File: src/rtl/tick_timer_pkg.sv
package tick_timer_pkg;
  localparam int BYTE_W = 8;

  typedef enum logic [1:0] {
    ACC_LATCH = 2'b00,
    ACC_LO    = 2'b01,
    ACC_HI    = 2'b10,
    ACC_WORD  = 2'b11
  } acc_e;

  typedef enum logic [1:0] {
    OP_ONESHOT = 2'd0,
    OP_RATE    = 2'd1,
    OP_STROBE  = 2'd2,
    OP_NONE    = 2'd3
  } op_e;

  function automatic op_e decode_op(input logic [2:0] code);
    if (code == 3'b000)            return OP_ONESHOT;
    else if (code[1:0] == 2'b10)   return OP_RATE;
    else if (code == 3'b100)       return OP_STROBE;
    else                           return OP_NONE;
  endfunction
endpackage

File: src/rtl/tmr_cmd_decode.sv
module tmr_cmd_decode
  import tick_timer_pkg::*;
(
  input  logic              wr_en,
  input  logic              wr_ctl,
  input  logic [BYTE_W-1:1] ctl_bits,
  output logic              mode_wr,
  output logic              latch_cmd,
  output logic              rb_cnt,
  output logic              rb_sts,
  output logic              data_wr
);
  logic ctl_wr, sel_self, sel_rb;

  always_comb begin
    ctl_wr    = wr_en && wr_ctl;
    sel_self  = ctl_bits[7:6] == 2'b00;
    sel_rb    = ctl_bits[7:6] == 2'b11;
    data_wr   = wr_en && !wr_ctl;
    latch_cmd = ctl_wr && sel_self && (ctl_bits[5:4] == ACC_LATCH);
    mode_wr   = ctl_wr && sel_self && (ctl_bits[5:4] != ACC_LATCH)
                && (decode_op(ctl_bits[3:1]) != OP_NONE);
    rb_cnt    = ctl_wr && sel_rb && ctl_bits[1] && !ctl_bits[5];
    rb_sts    = ctl_wr && sel_rb && ctl_bits[1] && !ctl_bits[4];
  end
endmodule

File: src/rtl/tmr_core.sv
module tmr_core
  import tick_timer_pkg::*;
#(
  parameter int CNT_W = 2 * BYTE_W
) (
  input  logic              clk,
  input  logic              rst_n,
  input  logic              mode_wr,
  input  logic              data_wr,
  input  logic [BYTE_W-1:0] wr_data,
  input  logic              tick_edge,
  output logic [CNT_W-1:0]  count,
  output logic              out,
  output acc_e              acc,
  output logic [BYTE_W-1:0] status
);
  localparam int HALF_W = CNT_W / 2;

  logic [CNT_W:0]    cnt, cnt_dec, init_eff;
  logic [HALF_W-1:0] init_lo, init_hi;
  logic [2:0]        mode_q;
  logic              bcd_q, wr_hi, load_pend, running, fired, nullc;
  op_e               op;

  always_comb begin
    op       = decode_op(mode_q);
    cnt_dec  = (cnt == '0) ? {1'b0, {CNT_W{1'b1}}} : cnt - 1'b1;
    init_eff = ({init_hi, init_lo} == '0) ? (CNT_W+1)'(1) << CNT_W
                                         : {1'b0, init_hi, init_lo};
  end

  always_ff @(posedge clk) begin
    if (!rst_n) begin
      cnt <= '0; init_lo <= '0; init_hi <= '0;
      acc <= ACC_WORD; mode_q <= 3'b000; bcd_q <= 1'b0;
      wr_hi <= 1'b0; load_pend <= 1'b0; running <= 1'b0;
      fired <= 1'b0; nullc <= 1'b1; out <= 1'b0;
    end else if (mode_wr) begin
      acc       <= acc_e'(wr_data[5:4]);
      mode_q    <= wr_data[3:1];
      bcd_q     <= wr_data[0];
      running   <= 1'b0;
      load_pend <= 1'b0;
      nullc     <= 1'b1;
      wr_hi     <= 1'b0;
      fired     <= 1'b0;
      out       <= (decode_op(wr_data[3:1]) != OP_ONESHOT);
    end else if (data_wr) begin
      running <= 1'b0;
      nullc   <= 1'b1;
      out     <= (op != OP_ONESHOT);
      case (acc)
        ACC_LO: begin
          init_lo <= wr_data; init_hi <= '0; load_pend <= 1'b1;
        end
        ACC_HI: begin
          init_hi <= wr_data; init_lo <= '0; load_pend <= 1'b1;
        end
        default: begin
          if (!wr_hi) begin
            init_lo <= wr_data; wr_hi <= 1'b1; load_pend <= 1'b0;
          end else begin
            init_hi <= wr_data; wr_hi <= 1'b0; load_pend <= 1'b1;
          end
        end
      endcase
    end else if (tick_edge) begin
      if (load_pend) begin
        cnt       <= init_eff;
        load_pend <= 1'b0;
        running   <= 1'b1;
        nullc     <= 1'b0;
        fired     <= 1'b0;
      end else if (running) begin
        case (op)
          OP_RATE: begin
            if (cnt == (CNT_W+1)'(1)) begin
              cnt <= init_eff; out <= 1'b1;
            end else begin
              cnt <= cnt_dec;
              if (cnt_dec == (CNT_W+1)'(1)) out <= 1'b0;
            end
          end
          OP_STROBE: begin
            cnt <= cnt_dec;
            if (!out) out <= 1'b1;
            else if (cnt_dec == '0 && !fired) begin
              out <= 1'b0; fired <= 1'b1;
            end
          end
          default: begin
            cnt <= cnt_dec;
            if (cnt_dec == '0 && !fired) begin
              out <= 1'b1; fired <= 1'b1;
            end
          end
        endcase
      end
    end
  end

  assign count  = cnt[CNT_W-1:0];
  assign status = {out, nullc, acc, mode_q, bcd_q};

  assert_halt_on_mode_R3: assert property (@(posedge clk) disable iff (!rst_n)
    mode_wr |=> (!running && nullc));
  assert_count_moves_on_edge_R5: assert property (@(posedge clk) disable iff (!rst_n)
    !tick_edge |=> $stable(cnt));
  assert_oneshot_falls_on_write_R6: assert property (@(posedge clk) disable iff (!rst_n)
    (op == OP_ONESHOT && $fell(out)) |-> $past(mode_wr || data_wr));
endmodule

File: src/rtl/tmr_readout.sv
module tmr_readout
  import tick_timer_pkg::*;
#(
  parameter int CNT_W = 2 * BYTE_W
) (
  input  logic              clk,
  input  logic              rst_n,
  input  logic              mode_wr,
  input  logic              latch_cmd,
  input  logic              rb_cnt,
  input  logic              rb_sts,
  input  logic              rd_en,
  input  acc_e              acc,
  input  logic [CNT_W-1:0]  count,
  input  logic [BYTE_W-1:0] status,
  output logic [BYTE_W-1:0] rd_data,
  output logic              rd_valid
);
  localparam int HALF_W = CNT_W / 2;

  logic [CNT_W-1:0]  cnt_lat, src;
  logic [BYTE_W-1:0] sts_lat;
  logic              cnt_v, sts_v, rd_hi;

  always_comb src = cnt_v ? cnt_lat : count;

  always_ff @(posedge clk) begin
    if (!rst_n) begin
      cnt_lat <= '0; sts_lat <= '0; cnt_v <= 1'b0; sts_v <= 1'b0;
      rd_hi <= 1'b0; rd_data <= '0; rd_valid <= 1'b0;
    end else begin
      rd_valid <= rd_en;
      if (mode_wr) begin
        cnt_v <= 1'b0; sts_v <= 1'b0; rd_hi <= 1'b0;
      end else begin
        if (rb_sts && !sts_v) begin
          sts_lat <= status; sts_v <= 1'b1;
        end
        if ((latch_cmd || rb_cnt) && !cnt_v) begin
          cnt_lat <= count; cnt_v <= 1'b1;
        end
        if (rd_en) begin
          if (sts_v) begin
            rd_data <= sts_lat; sts_v <= 1'b0;
          end else begin
            case (acc)
              ACC_HI: begin
                rd_data <= src[CNT_W-1:HALF_W]; cnt_v <= 1'b0;
              end
              ACC_WORD: begin
                rd_data <= rd_hi ? src[CNT_W-1:HALF_W] : src[HALF_W-1:0];
                rd_hi   <= !rd_hi;
                if (rd_hi) cnt_v <= 1'b0;
              end
              default: begin
                rd_data <= src[HALF_W-1:0]; cnt_v <= 1'b0;
              end
            endcase
          end
        end
      end
    end
  end

  assert_read_answers_R12: assert property (@(posedge clk) disable iff (!rst_n)
    rd_en |=> rd_valid);
  assert_no_stray_valid_R12: assert property (@(posedge clk) disable iff (!rst_n)
    !rd_en |=> !rd_valid);
endmodule

File: src/rtl/tick_timer.sv
module tick_timer
  import tick_timer_pkg::*;
#(
  parameter int CNT_W = 2 * BYTE_W
) (
  input  logic              clk,
  input  logic              rst_n,
  input  logic              wr_en,
  input  logic              wr_ctl,
  input  logic [BYTE_W-1:0] wr_data,
  input  logic              rd_en,
  output logic [BYTE_W-1:0] rd_data,
  output logic              rd_valid,
  input  logic              cnt_tick,
  output logic              irq_out
);
  logic             mode_wr, latch_cmd, rb_cnt, rb_sts, data_wr;
  logic             tick_q, tick_edge;
  logic [CNT_W-1:0] count;
  logic [BYTE_W-1:0] status;
  acc_e             acc;

  always_ff @(posedge clk) begin
    if (!rst_n) tick_q <= 1'b0;
    else        tick_q <= cnt_tick;
  end
  assign tick_edge = cnt_tick && !tick_q;

  tmr_cmd_decode u_dec (
    .wr_en(wr_en), .wr_ctl(wr_ctl), .ctl_bits(wr_data[BYTE_W-1:1]),
    .mode_wr(mode_wr), .latch_cmd(latch_cmd), .rb_cnt(rb_cnt),
    .rb_sts(rb_sts), .data_wr(data_wr)
  );

  tmr_core #(.CNT_W(CNT_W)) u_core (
    .clk(clk), .rst_n(rst_n), .mode_wr(mode_wr), .data_wr(data_wr),
    .wr_data(wr_data), .tick_edge(tick_edge), .count(count),
    .out(irq_out), .acc(acc), .status(status)
  );

  tmr_readout #(.CNT_W(CNT_W)) u_rd (
    .clk(clk), .rst_n(rst_n), .mode_wr(mode_wr), .latch_cmd(latch_cmd),
    .rb_cnt(rb_cnt), .rb_sts(rb_sts), .rd_en(rd_en), .acc(acc),
    .count(count), .status(status), .rd_data(rd_data), .rd_valid(rd_valid)
  );

  assert_rw_exclusive_R12: assert property (@(posedge clk) disable iff (!rst_n)
    !(wr_en && rd_en));
  assert_single_command_R2: assert property (@(posedge clk) disable iff (!rst_n)
    $onehot0({mode_wr, latch_cmd, data_wr, rb_cnt | rb_sts}));
endmodule

File: config.mk
export PLATFORM = sky130hd
export DESIGN_NAME = tick_timer
export DESIGN_NICKNAME = d
export VERILOG_FILES = /design/src/rtl/tick_timer_pkg.sv /design/src/rtl/tmr_cmd_decode.sv /design/src/rtl/tmr_core.sv /design/src/rtl/tmr_readout.sv /design/src/rtl/tick_timer.sv
export SDC_FILE = /design/constraint.sdc
export NUM_CORES = 1
export LEC_CHECK = 0
export BUFFER_PORTS_ARGS = -buffer_cell sky130_fd_sc_hd__buf_2
export CORE_ASPECT_RATIO = 1.5
export CORE_UTILIZATION = 30
export CTS_CLUSTER_SIZE = 10
export DETAILED_ROUTE_END_ITERATION = 7
export SLEW_MARGIN = 20
export SYNTH_ARGS = -nofsm -noshare
export SYNTH_HDL_FRONTEND = slang
export SYNTH_HIERARCHICAL = 1
export SYNTH_SLANG_ARGS = --single-unit
File: constraint.sdc
create_clock -name clk -period 3 [get_ports clk]
set_input_delay 0.15 -clock clk [delete_from_list [all_inputs] [get_ports clk]]
set_output_delay 0.15 -clock clk [all_outputs]
set_load 0.005 [all_outputs]
==> results by stage, run 1 <==
GRT:
- The global-route wire length before repair is 20500 um.
- The initial antenna violation count is 0.
- The sum of overflow across all layers after global routing is 0.
- The overall fraction of global-route tracks in use is 16.9%.
- Entering global routing, the biggest net connects 48 pins.
- The via count of the first global-routing pass is between 3000 and 4000.

Status:
- The run finished with clean final reports.

Power and ir drop:
- The design draws 2.64 mW.
- The combinational group share of total power is 15.0%.
- The part of the power in registers is 43.6%.
- Dividing total power by cell area gives a power density of 517 nW/um2.
- The clock network accounts for between 40% and 50% of the total power.
- Cell internal power was estimated by the tool at 1.94 mW.
- The maximum VDD drop is 0.236 mV.
- For this design the static power due to leakage is about 1.9 nW.
- Summed over all nets, the switching power comes to 699 uW.
- The switching share of power is 26.5%.

Detailed routing:
- After detailed routing, the number of remaining DRC violations is 0.
- Once detail routing completed, the nets flagged for antenna violations numbered 0.
- The average routed wire per standard cell is 17.0 um.
- The routed wire length is 12500 um.
- Before antenna repair, the detailed router went through 5 iterations.
- Across all layers, the routed design uses 3982 vias.
- Dividing the detail-routed via count by the number of cells gives 5.43.
- After the first detailed-routing iteration, the DRC count stood at 313.

Layout:
- The total inserted antenna cells is 0.
- The post-route netlist has 15.7% of its cells at a drive strength greater than 1.
- In the final design database the tool counted 549 nets.
- The library cell used most frequently in the layout, excluding fill and tap cells, is sky130_fd_sc_hd__dfxtp_1.
- In the layout the commonest cells are 82 x sky130_fd_sc_hd__dfxtp_1, 70 x sky130_fd_sc_hd__nand2_1, 36 x sky130_fd_sc_hd__a21boi_0.
- The area occupied by registers is 1640 um2.
- The footprint of the multi-input gates is ~2600 um2.
- The fill cell total of the finished layout is 1583.
- The area growth from synthesis to layout is 11.2%.
- Cells fill 34.0% of the core in the end.

Clock network:
- After clock tree synthesis, the clock-pin slew on the worst setup and hold paths is 0.06 ns.
- The post-CTS setup buffer count is 0.
- The worst-case clock buffer depth is 2.
- TritonCTS created 9 clock buffers.
- The clock net in this run drives a total of 82 sinks.
- The H-tree level count is 3.
- The post-CTS resize count is 0.
- Hold repair after CTS inserted 0 buffers.
- The buffer cell driving the clock tree root is sky130_fd_sc_hd__clkbuf_16.
- TritonCTS built the clock tree.
- For the worst-skew pair, the clock arrives at the later sink with an insertion delay of between 0.3 and 0.4 ns.

Critical path:
- STA classifies the critical path startpoint as a flip-flop.
- The most critical setup path has its startpoint at u_core/cnt[1].
- The start of the worst register-to-register path is u_core/cnt[1].
- Data on the critical path is required at its endpoint by 3.22 ns.
- For this design, the slowest cell found on the critical path is sky130_fd_sc_hd__or4_1.
- The type of the worst setup path is reg -> reg.
- STA classifies the critical path endpoint as a flip-flop.
- On the worst path, the slowest cell contributes a delay of 0.55 ns.
- Traced cell by cell, the critical path runs through inv_1 > ha_1 > nor3b_1 > buf_4 > nor4_1 > o221ai_1 > or4_1 > o31ai_1 > o31ai_2 > mux2i_1.
- Along the worst path, the maximum fanout reaches 12.
- For the worst setup path, the data arrival time is ~3.0 ns.

Yosys:
- Synthesis produced a netlist with a net count of 548.
- The fraction of registers with async set/reset is 0%.
- For this run, the leading register cell type out of synthesis is sky130_fd_sc_hd__dfxtp_1.
- Counting flops with a built-in enable in the synthesized netlist gives 0.
- After synthesis the netlist holds a flip-flop and latch count of 82.
- For this run, the number of Yosys warnings is 6.
- In this run the cell area of the synthesized design comes to 4590 um2.
- Counting every instance in the synthesized netlist gives 530.
- The sequential element share of the synthesized area is 35.8%.
- The post-synthesis cell type count is between 60 and 70.
- The average cell area after synthesis is 8.66 um2.

STA:
- Setup repair after global routing left no endpoint under its margin.
- The total count of max-transition violations in the final report was 0.
- Hold is met by 0.0428 ns.
- The maximum clock frequency is 365 MHz.
- In the post-route analysis, the smallest setup slack over all paths is 0.259 ns.
- The count of final hold-check violations is 0.
- The transition time at the pin with the least slew margin is between 0.7 and 0.8 ns.
- The post-layout minimum cycle time is between 2 and 3 ns.
- Between clock sinks in the finished design, the worst skew comes to 0.00705 ns.
- The final setup violation count is 0.
- After layout, the worst path uses 91.4% of the clock period.
- The aggregate negative setup slack is 0 ns.
- Measured against its own limit, the worst slew margin works out to around 47%.

Floorplan:
- In this run the core area contains 55 standard-cell rows.
- The width of the die is 103 um.
- For this configuration, the core starts out at a cell density of between 30% and 40%.
- The die is 153 um tall.
- The placeable core area is 15000 um2.
- The overall die area is 15800 um2.
- The count of boundary I/O pins is 24.

Placement:
- The worst slack at placement is 0.281 ns.
- The routability-driven placement congestion ratio is 0.901.
- The count of input and output buffers is 23.
- Detailed placement finished with a half-perimeter wire length of 9250 um.

Worst hold path:
- In this run the worst hold path is classified as in -> reg.
- The source of the worst hold timing path is cnt_tick.

Flow run:
- The max-capacitance violation count is 0.
## synthesized netlist by cell type, types with 3 or more instances
cell	number	area [um2]
sky130_fd_sc_hd__nor4_2	3	37.5
sky130_fd_sc_hd__a21oi_1	23	115
sky130_fd_sc_hd__mux2i_1	16	160
sky130_fd_sc_hd__or4_1	5	37.5
sky130_fd_sc_hd__ha_1	4	50.1
sky130_fd_sc_hd__o21ai_0	16	80.1
sky130_fd_sc_hd__xor2_1	3	26.3
sky130_fd_sc_hd__nand3_1	6	30.0
sky130_fd_sc_hd__and4_1	3	26.3
sky130_fd_sc_hd__nor2b_1	25	156
sky130_fd_sc_hd__nor2_1	27	101
sky130_fd_sc_hd__inv_1	13	48.8
sky130_fd_sc_hd__xnor2_1	3	26.3
sky130_fd_sc_hd__mux4_2	8	180
sky130_fd_sc_hd__nor4_1	8	50.1
sky130_fd_sc_hd__and2_1	11	68.8
sky130_fd_sc_hd__a31oi_1	3	18.8
sky130_fd_sc_hd__o21bai_1	7	52.6
sky130_fd_sc_hd__nand2_1	70	263
sky130_fd_sc_hd__nand4_1	6	37.5
sky130_fd_sc_hd__clkbuf_1	21	78.8
sky130_fd_sc_hd__buf_2	7	35.0
sky130_fd_sc_hd__o211ai_1	10	75.1
sky130_fd_sc_hd__buf_4	21	158
sky130_fd_sc_hd__dfxtp_1	82	1640
sky130_fd_sc_hd__nand2b_1	4	25.0
sky130_fd_sc_hd__a21boi_0	36	270
sky130_fd_sc_hd__nor3b_1	6	45.0
sky130_fd_sc_hd__nand3b_1	19	143
sky130_fd_sc_hd__nor3_1	8	40.0
sky130_fd_sc_hd__o311a_1	8	80.1
## power by group through the flow
| stage | Combinational, mW | Clock [mW] | Sequential (mW) |
|---|---|---|---|
| 2_1_floorplan | 0.295 | 0 | 1.16 |
| 3_3_place_gp | 0.385 | 0 | 1.17 |
| 3_5_place_dp | 0.387 | 0 | 1.17 |
| 4_1_cts | 0.389 | 1.13 | 1.15 |
| 5_1_grt | 0.429 | 1.17 | 1.15 |
| 6_report | 0.395 | 1.09 | 1.15 |
## worst paths after layout
check	slack, ns	cells after the start	endpoint
setup / recovery	0.26	10	u_core/out
hold reg to reg	0.46	2	u_rd/cnt_lat[4]
hold / removal	0.04	2	tick_q
setup reg to reg	0.26	10	u_core/out
## metal layers
layer / up-vias / part of all wire (%) / track usage, %
met1: 1911 / 40 / 18.6
met5: - / 0 / 0
met4: 0 / 4.3 / 9.32
li1: 1895 / - / -
met2: 133 / 52 / 30.1
met3: 43 / 3.6 / 2.56
## metrics by stage
| step | instances | cell area [um2] |
|---|---|---|
| floorplan | 530 | 4590 |
| global placement | 718 | 4790 |
| detailed placement | 719 | 4800 |
| CTS | 734 | 5100 |
| global route | 734 | 5100 |
| finish | 734 | 5100 |
## state kept, by name (all words and copies together) (netlist names)
signal and flops:
u_rd/rd_hi 1, u_rd/rd_valid 1, u_rd/cnt_lat 16, u_core/nullc 1, tick_q 1, u_core/load_pend 1, u_core/fired 1, u_core/wr_hi 1
u_core/init_lo 8, u_core/acc 2, u_core/running 1, u_core/init_hi 8, u_rd/sts_lat 8, u_rd/sts_v 1, u_core/mode_q 3, u_rd/cnt_v 1
u_rd/rd_data 8, u_core/cnt 17, u_core/bcd_q 1, u_core/out 1
## critical path: cells and delay by family, from the launching register on
family | cells | cell delay, ns
AND/OR/NAND/NOR | 3 | 1.08
flip-flops | 1 | 0.49
AO/OA/AOI/OAI | 3 | 0.37
buffers and inverters | 2 | 0.31
adder cells (fa/ha/maj) | 1 | 0.27
multiplexers | 1 | 0.11
## area by class of cell
class                           count  share of cell area, %
Clock buffer                       11                   4.76
Sequential cell                    82                   32.2
Multi-Input combinational cell    383                   51.2
Clock inverter                      4                   1.03
Tap cell                          199                   4.88
Timing Repair Buffer               41                   4.91
Inverter                           14                   1.03
## cells by family (layout without fill, tap and decap cells)
family / count (synthesis) / in the layout / synth area share [%]
DFF: 82 / 82 / 35.8
xor gates and xnor gates: 6 / 6 / 1.15
muxes: 24 / 24 / 7.42
buffers and inverters: 65 / 70 / 7.55
and+or+nand+nor: 214 / 214 / 26.0
AOI/OAI and AO/OA: 135 / 135 / 21.0
adders and majority gates: 4 / 4 / 1.09
Note: power is estimated with default switching activity, not from simulation.
==> inputs of run 2 (changes only) <==
Settings changed: ABC_AREA set to 1, CORE_ASPECT_RATIO 1.5 to not set.
==> run 2 against run 1 <==
Effect of this change: final cell count grew 19%; worst hold slack better by 0.0036 ns; non-clock buffer count is 11 lower; critical endpoint is now u_core/init_lo[7].
==> results by stage, run 2 <==
Critical path:
- STA classifies the critical path endpoint as a flip-flop.
- The worst setup path is launched from a flip-flop.
- The type of the worst setup path is reg -> reg.
- The critical path arrival is 2.65 ns (-0.31 ns).
- The largest driver fanout on the critical path is 9 (-3).
- The required arrival time at the worst endpoint is 3.22 ns (about the same).

STA:
- The aggregate negative setup slack is 0 ns (unchanged).
- The post-layout minimum cycle time came to 2.43 ns (-0.314 ns).
- The headroom to the max-slew limit is 56.1% (+9.1 points).
- The portion of the clock cycle consumed by the worst path in the final layout is 80.9% (-10 points).
- Setup repair after global routing left no endpoint under its margin.
- The transition time at the pin with the least slew margin is 0.658 ns (-0.138 ns).
- The total count of max-transition violations in the final report was 0 (unchanged).
- The worst clock skew is 0.00637 ns (-0.000676 ns).
- The final setup violation count is 0 (unchanged).
- The count of final hold-check violations is 0 (unchanged).
- The maximum clock frequency is 412 MHz (+13%).

Yosys:
- The number of warnings printed during yosys synthesis is 6 (unchanged).
- The number of flops mapped to enable cells by yosys is 0 (unchanged).
- The most instantiated library cell after synthesis is sky130_fd_sc_hd__nand2_1.
- The post-synthesis cell type count is 51 (-26%).
- Sorting the synthesized cells by area gives the leading types as sky130_fd_sc_hd__dfxtp_1 35%, sky130_fd_sc_hd__nand2_1 12%, sky130_fd_sc_hd__a21oi_1 6.9%.
- The average cell area after synthesis is 6.82 um2 (-21%).
- The cell count after synthesis came to 680 (+28%).
- Of all cell types, the one taking the most synthesized area is sky130_fd_sc_hd__dfxtp_1.
- The combined area of all synthesized cells was 4640 um2 (+1.1%).
- Counting instances in the post-synthesis netlist gives the leading cell types as 154 x sky130_fd_sc_hd__nand2_1, 82 x sky130_fd_sc_hd__dfxtp_1, 76 x sky130_fd_sc_hd__nor2_1, 72 x sky130_fd_sc_hd__inv_1, 64 x sky130_fd_sc_hd__a21oi_1.
- The share of the synthesized area in the top cell type is 35.4% (-0.40 points).
- For this run, the leading register cell type out of synthesis is sky130_fd_sc_hd__dfxtp_1.
- The number of flip-flops and latches in the synthesized netlist is 82 (unchanged).
- The fraction of registers with async set/reset is 0% (unchanged).
- The sequential element share of the synthesized area was 35.4% (-0.40 points).
- The synthesized net count was 698 (+27%).

Power and ir drop:
- The part of the power in registers is 45.4% (+1.8 points).
- The clock network fraction of design power is 42.8% (+1.3 points).
- The maximum VDD drop is 0.315 mV (+34%).
- The areal power density over the cells is 498 nW/um2 (-3.8%).
- The total power is 2.51 mW (-4.9%).
- The total leakage power is 2.24 nW (+20%).
- The net load switching power is 687 uW (-1.8%).
- The combinational group share of total power came to 11.7% (-3.3 points).
- The cell-internal power is 1.82 mW (-6.0%).
- The switching share of power is 27.4% (+0.86 points).

Status:
- The run finished with clean final reports.

Floorplan:
- The height of the chip is 126 um (-18%).
- The overall die area is 16000 um2 (+1.0%).
- The effective utilization at floorplan was 30.6% (+0.048 points).
- The number of placement rows was 45 (-18%).
- The width of the die is 126 um (+23%).
- The count of boundary I/O pins was 24 (unchanged).
- The placeable core area is 15100 um2 (+0.96%).

Placement:
- The routability-driven placement congestion ratio came to 0.869 (-3.5%).
- The detailed placement HPWL was 8570 um (-7.4%).
- The count of input and output buffers is 23 (unchanged).

Layout:
- The top cell types in the final layout, fill and taps aside, are 154 x sky130_fd_sc_hd__nand2_1, 82 x sky130_fd_sc_hd__dfxtp_1, 76 x sky130_fd_sc_hd__nor2_1.
- The flip-flop count of the largest register after layout is 17 (unchanged).
- Relative to the synthesized area, the layout overhead comes to 8.63%.
- The end-of-flow core utilization is 33.3% (-0.72 points).
- In the final layout, the registers with the most flip-flops are u_core/cnt (17), u_rd/cnt_lat (16).
- The share of post-route cells with drive strength above 1 came to 13.6% (-2.1 points).
- The final layout net count was 696 (+27%).
- The most common library cell in the layout ignoring fill and taps is sky130_fd_sc_hd__nand2_1.
- The total inserted antenna cells is 0 (unchanged).
- More flip-flops sit in one register than any other, and that register is u_core/cnt.

GRT:
- The sum of overflow across all layers after global routing is 0 (unchanged).
- The global-route wire length before repair came to 19200 um (-6.4%).
- The initial antenna violation count is 0 (unchanged).
- The via count of the first global-routing pass came to 3863 (-1.9%).
- The pin count of the biggest net entering global routing was 48 (unchanged).
- The overall fraction of global-route tracks in use came to 15.2% (-1.7 points).

Flow run:
- The max-capacitance violation count is 0 (unchanged).

Clock network:
- The post-CTS resize count is 0 (unchanged).
- The clock-pin transition on the worst setup and hold timing paths is 0.06 ns (about the same).
- The clock buffer count from CTS is 9 (unchanged).
- TritonCTS built the clock tree.
- The clock latency on the worst-skew pair came to 0.34 ns (about the same).
- The hold-fix buffer count after cts is 1 (+1).
- The root buffer cell chosen for the clock tree is sky130_fd_sc_hd__clkbuf_16.
- The CTS sink count was 82 (unchanged).
- The worst-case clock buffer depth is 2 (unchanged).
- The H-tree level count came to 3 (unchanged).
- The post-CTS setup buffer count is 0 (unchanged).

Worst hold path:
- The classification of the worst-slack hold path is in -> reg.

Detailed routing:
- The vias per cell is 4.75 (-12%).
- The number of DRC markers in iteration 0 is 324 (+3.5%).
- The total vias in the final route is 4138 (+3.9%).
- The routed wire length was 11600 um (-7.5%).
- The average routed wire per standard cell is 13.3 um (-22%).
- The count of unresolved DRC violations after routing came to 0 (unchanged).
- The first-pass iteration count of the detailed router is 5 (unchanged).
- The remaining antenna violation count after routing is 0 (unchanged).
==> run 2: changes by cell type in the layout (fill, tap and decap cells not counted), moves of 36 or more <==
cell,delta
sky130_fd_sc_hd__o21ai_0,+36
sky130_fd_sc_hd__a21oi_1,+41
sky130_fd_sc_hd__a21boi_0,-36
sky130_fd_sc_hd__nor2_1,+49
sky130_fd_sc_hd__inv_1,+59
sky130_fd_sc_hd__nand2_1,+84
==> run 2: area by class of cell <==
class                      instances  area, um2
sequential                        82       1640
inverter                          81        317
multi-input combinational        474       2390
tap                              188        235
timing repair buffer              30        170
fill                            1644      10100
clock buffer                      11        253
clock inverter                     5       38.8
==> run 2: logic make-up (layout without fill, tap and decap cells) <==
group,count (synthesis),count (layout),share of synthesized area (%)
AOI/OAI and AO/OA,154,154,18.8
buffers and inverters,124,127,13.4
and+or+nand+nor,313,313,30.8
adders and majority gates,4,4,1.08
xor gates and xnor gates,3,3,0.566
DFF,82,82,35.4
==> run 2: worst max-delay path, stage by stage, from the launching register on <==
cell and delay, ns:
sky130_fd_sc_hd__dfxtp_1 0.54, sky130_fd_sc_hd__ha_1 0.25, sky130_fd_sc_hd__clkinv_1 0.25, sky130_fd_sc_hd__nand3_1 0.14
sky130_fd_sc_hd__nand2_1 0.05, sky130_fd_sc_hd__nor2_1 0.42, sky130_fd_sc_hd__clkinv_1 0.38, sky130_fd_sc_hd__a21oi_1 0.21
sky130_fd_sc_hd__a211oi_1 0.06
==> run 2: per-stage QoR <==
| stage | setup WS, ns | instance area (um2) | std cells | hold WS [ns] |
|---|---|---|---|---|
| 6_report | 0.574 | 5040 | 871 | 0.0464 |
| 5_1_grt | 0.389 | 5040 | 871 | 0.0674 |
| 4_1_cts | 0.626 | 5040 | 871 | 0.0357 |
| 3_5_place_dp | 0.638 | 4740 | 854 | 0.352 |
| 3_3_place_gp | 0.667 | 4740 | 854 | 0.348 |
| 2_1_floorplan | 1.11 | 4640 | 680 | 0.243 |
==> run 2: power by group through the flow <==
stage,registers [mW],clock network [mW],logic [mW]
3_5_place_dp,1.16,0,0.291
4_1_cts,1.14,1.10,0.293
5_1_grt,1.14,1.14,0.333
3_3_place_gp,1.16,0,0.294
2_1_floorplan,1.16,0,0.227
6_report,1.14,1.08,0.294
==> run 2: final timing paths <==
kind / start / to / slack, ns / cells after the start
worst max-delay path: u_core/acc[0] / u_core/init_lo[7] / 0.57 / 8
worst min-delay path: rd_en / u_rd/rd_valid / 0.05 / 3
worst max register to register: u_core/acc[0] / u_core/init_lo[7] / 0.57 / 8
worst min register to register: u_rd/sts_lat[4] / u_rd/sts_lat[4] / 0.46 / 2
==> run 2: per-layer routing <==
metal	wire, um	up-vias	GRT usage [%]
met5	0	-	0
met4	218	0	4.11
met3	481	17	3.88
met2	4910	97	23.7
met1	5960	1839	20.6
li1	-	2185	-
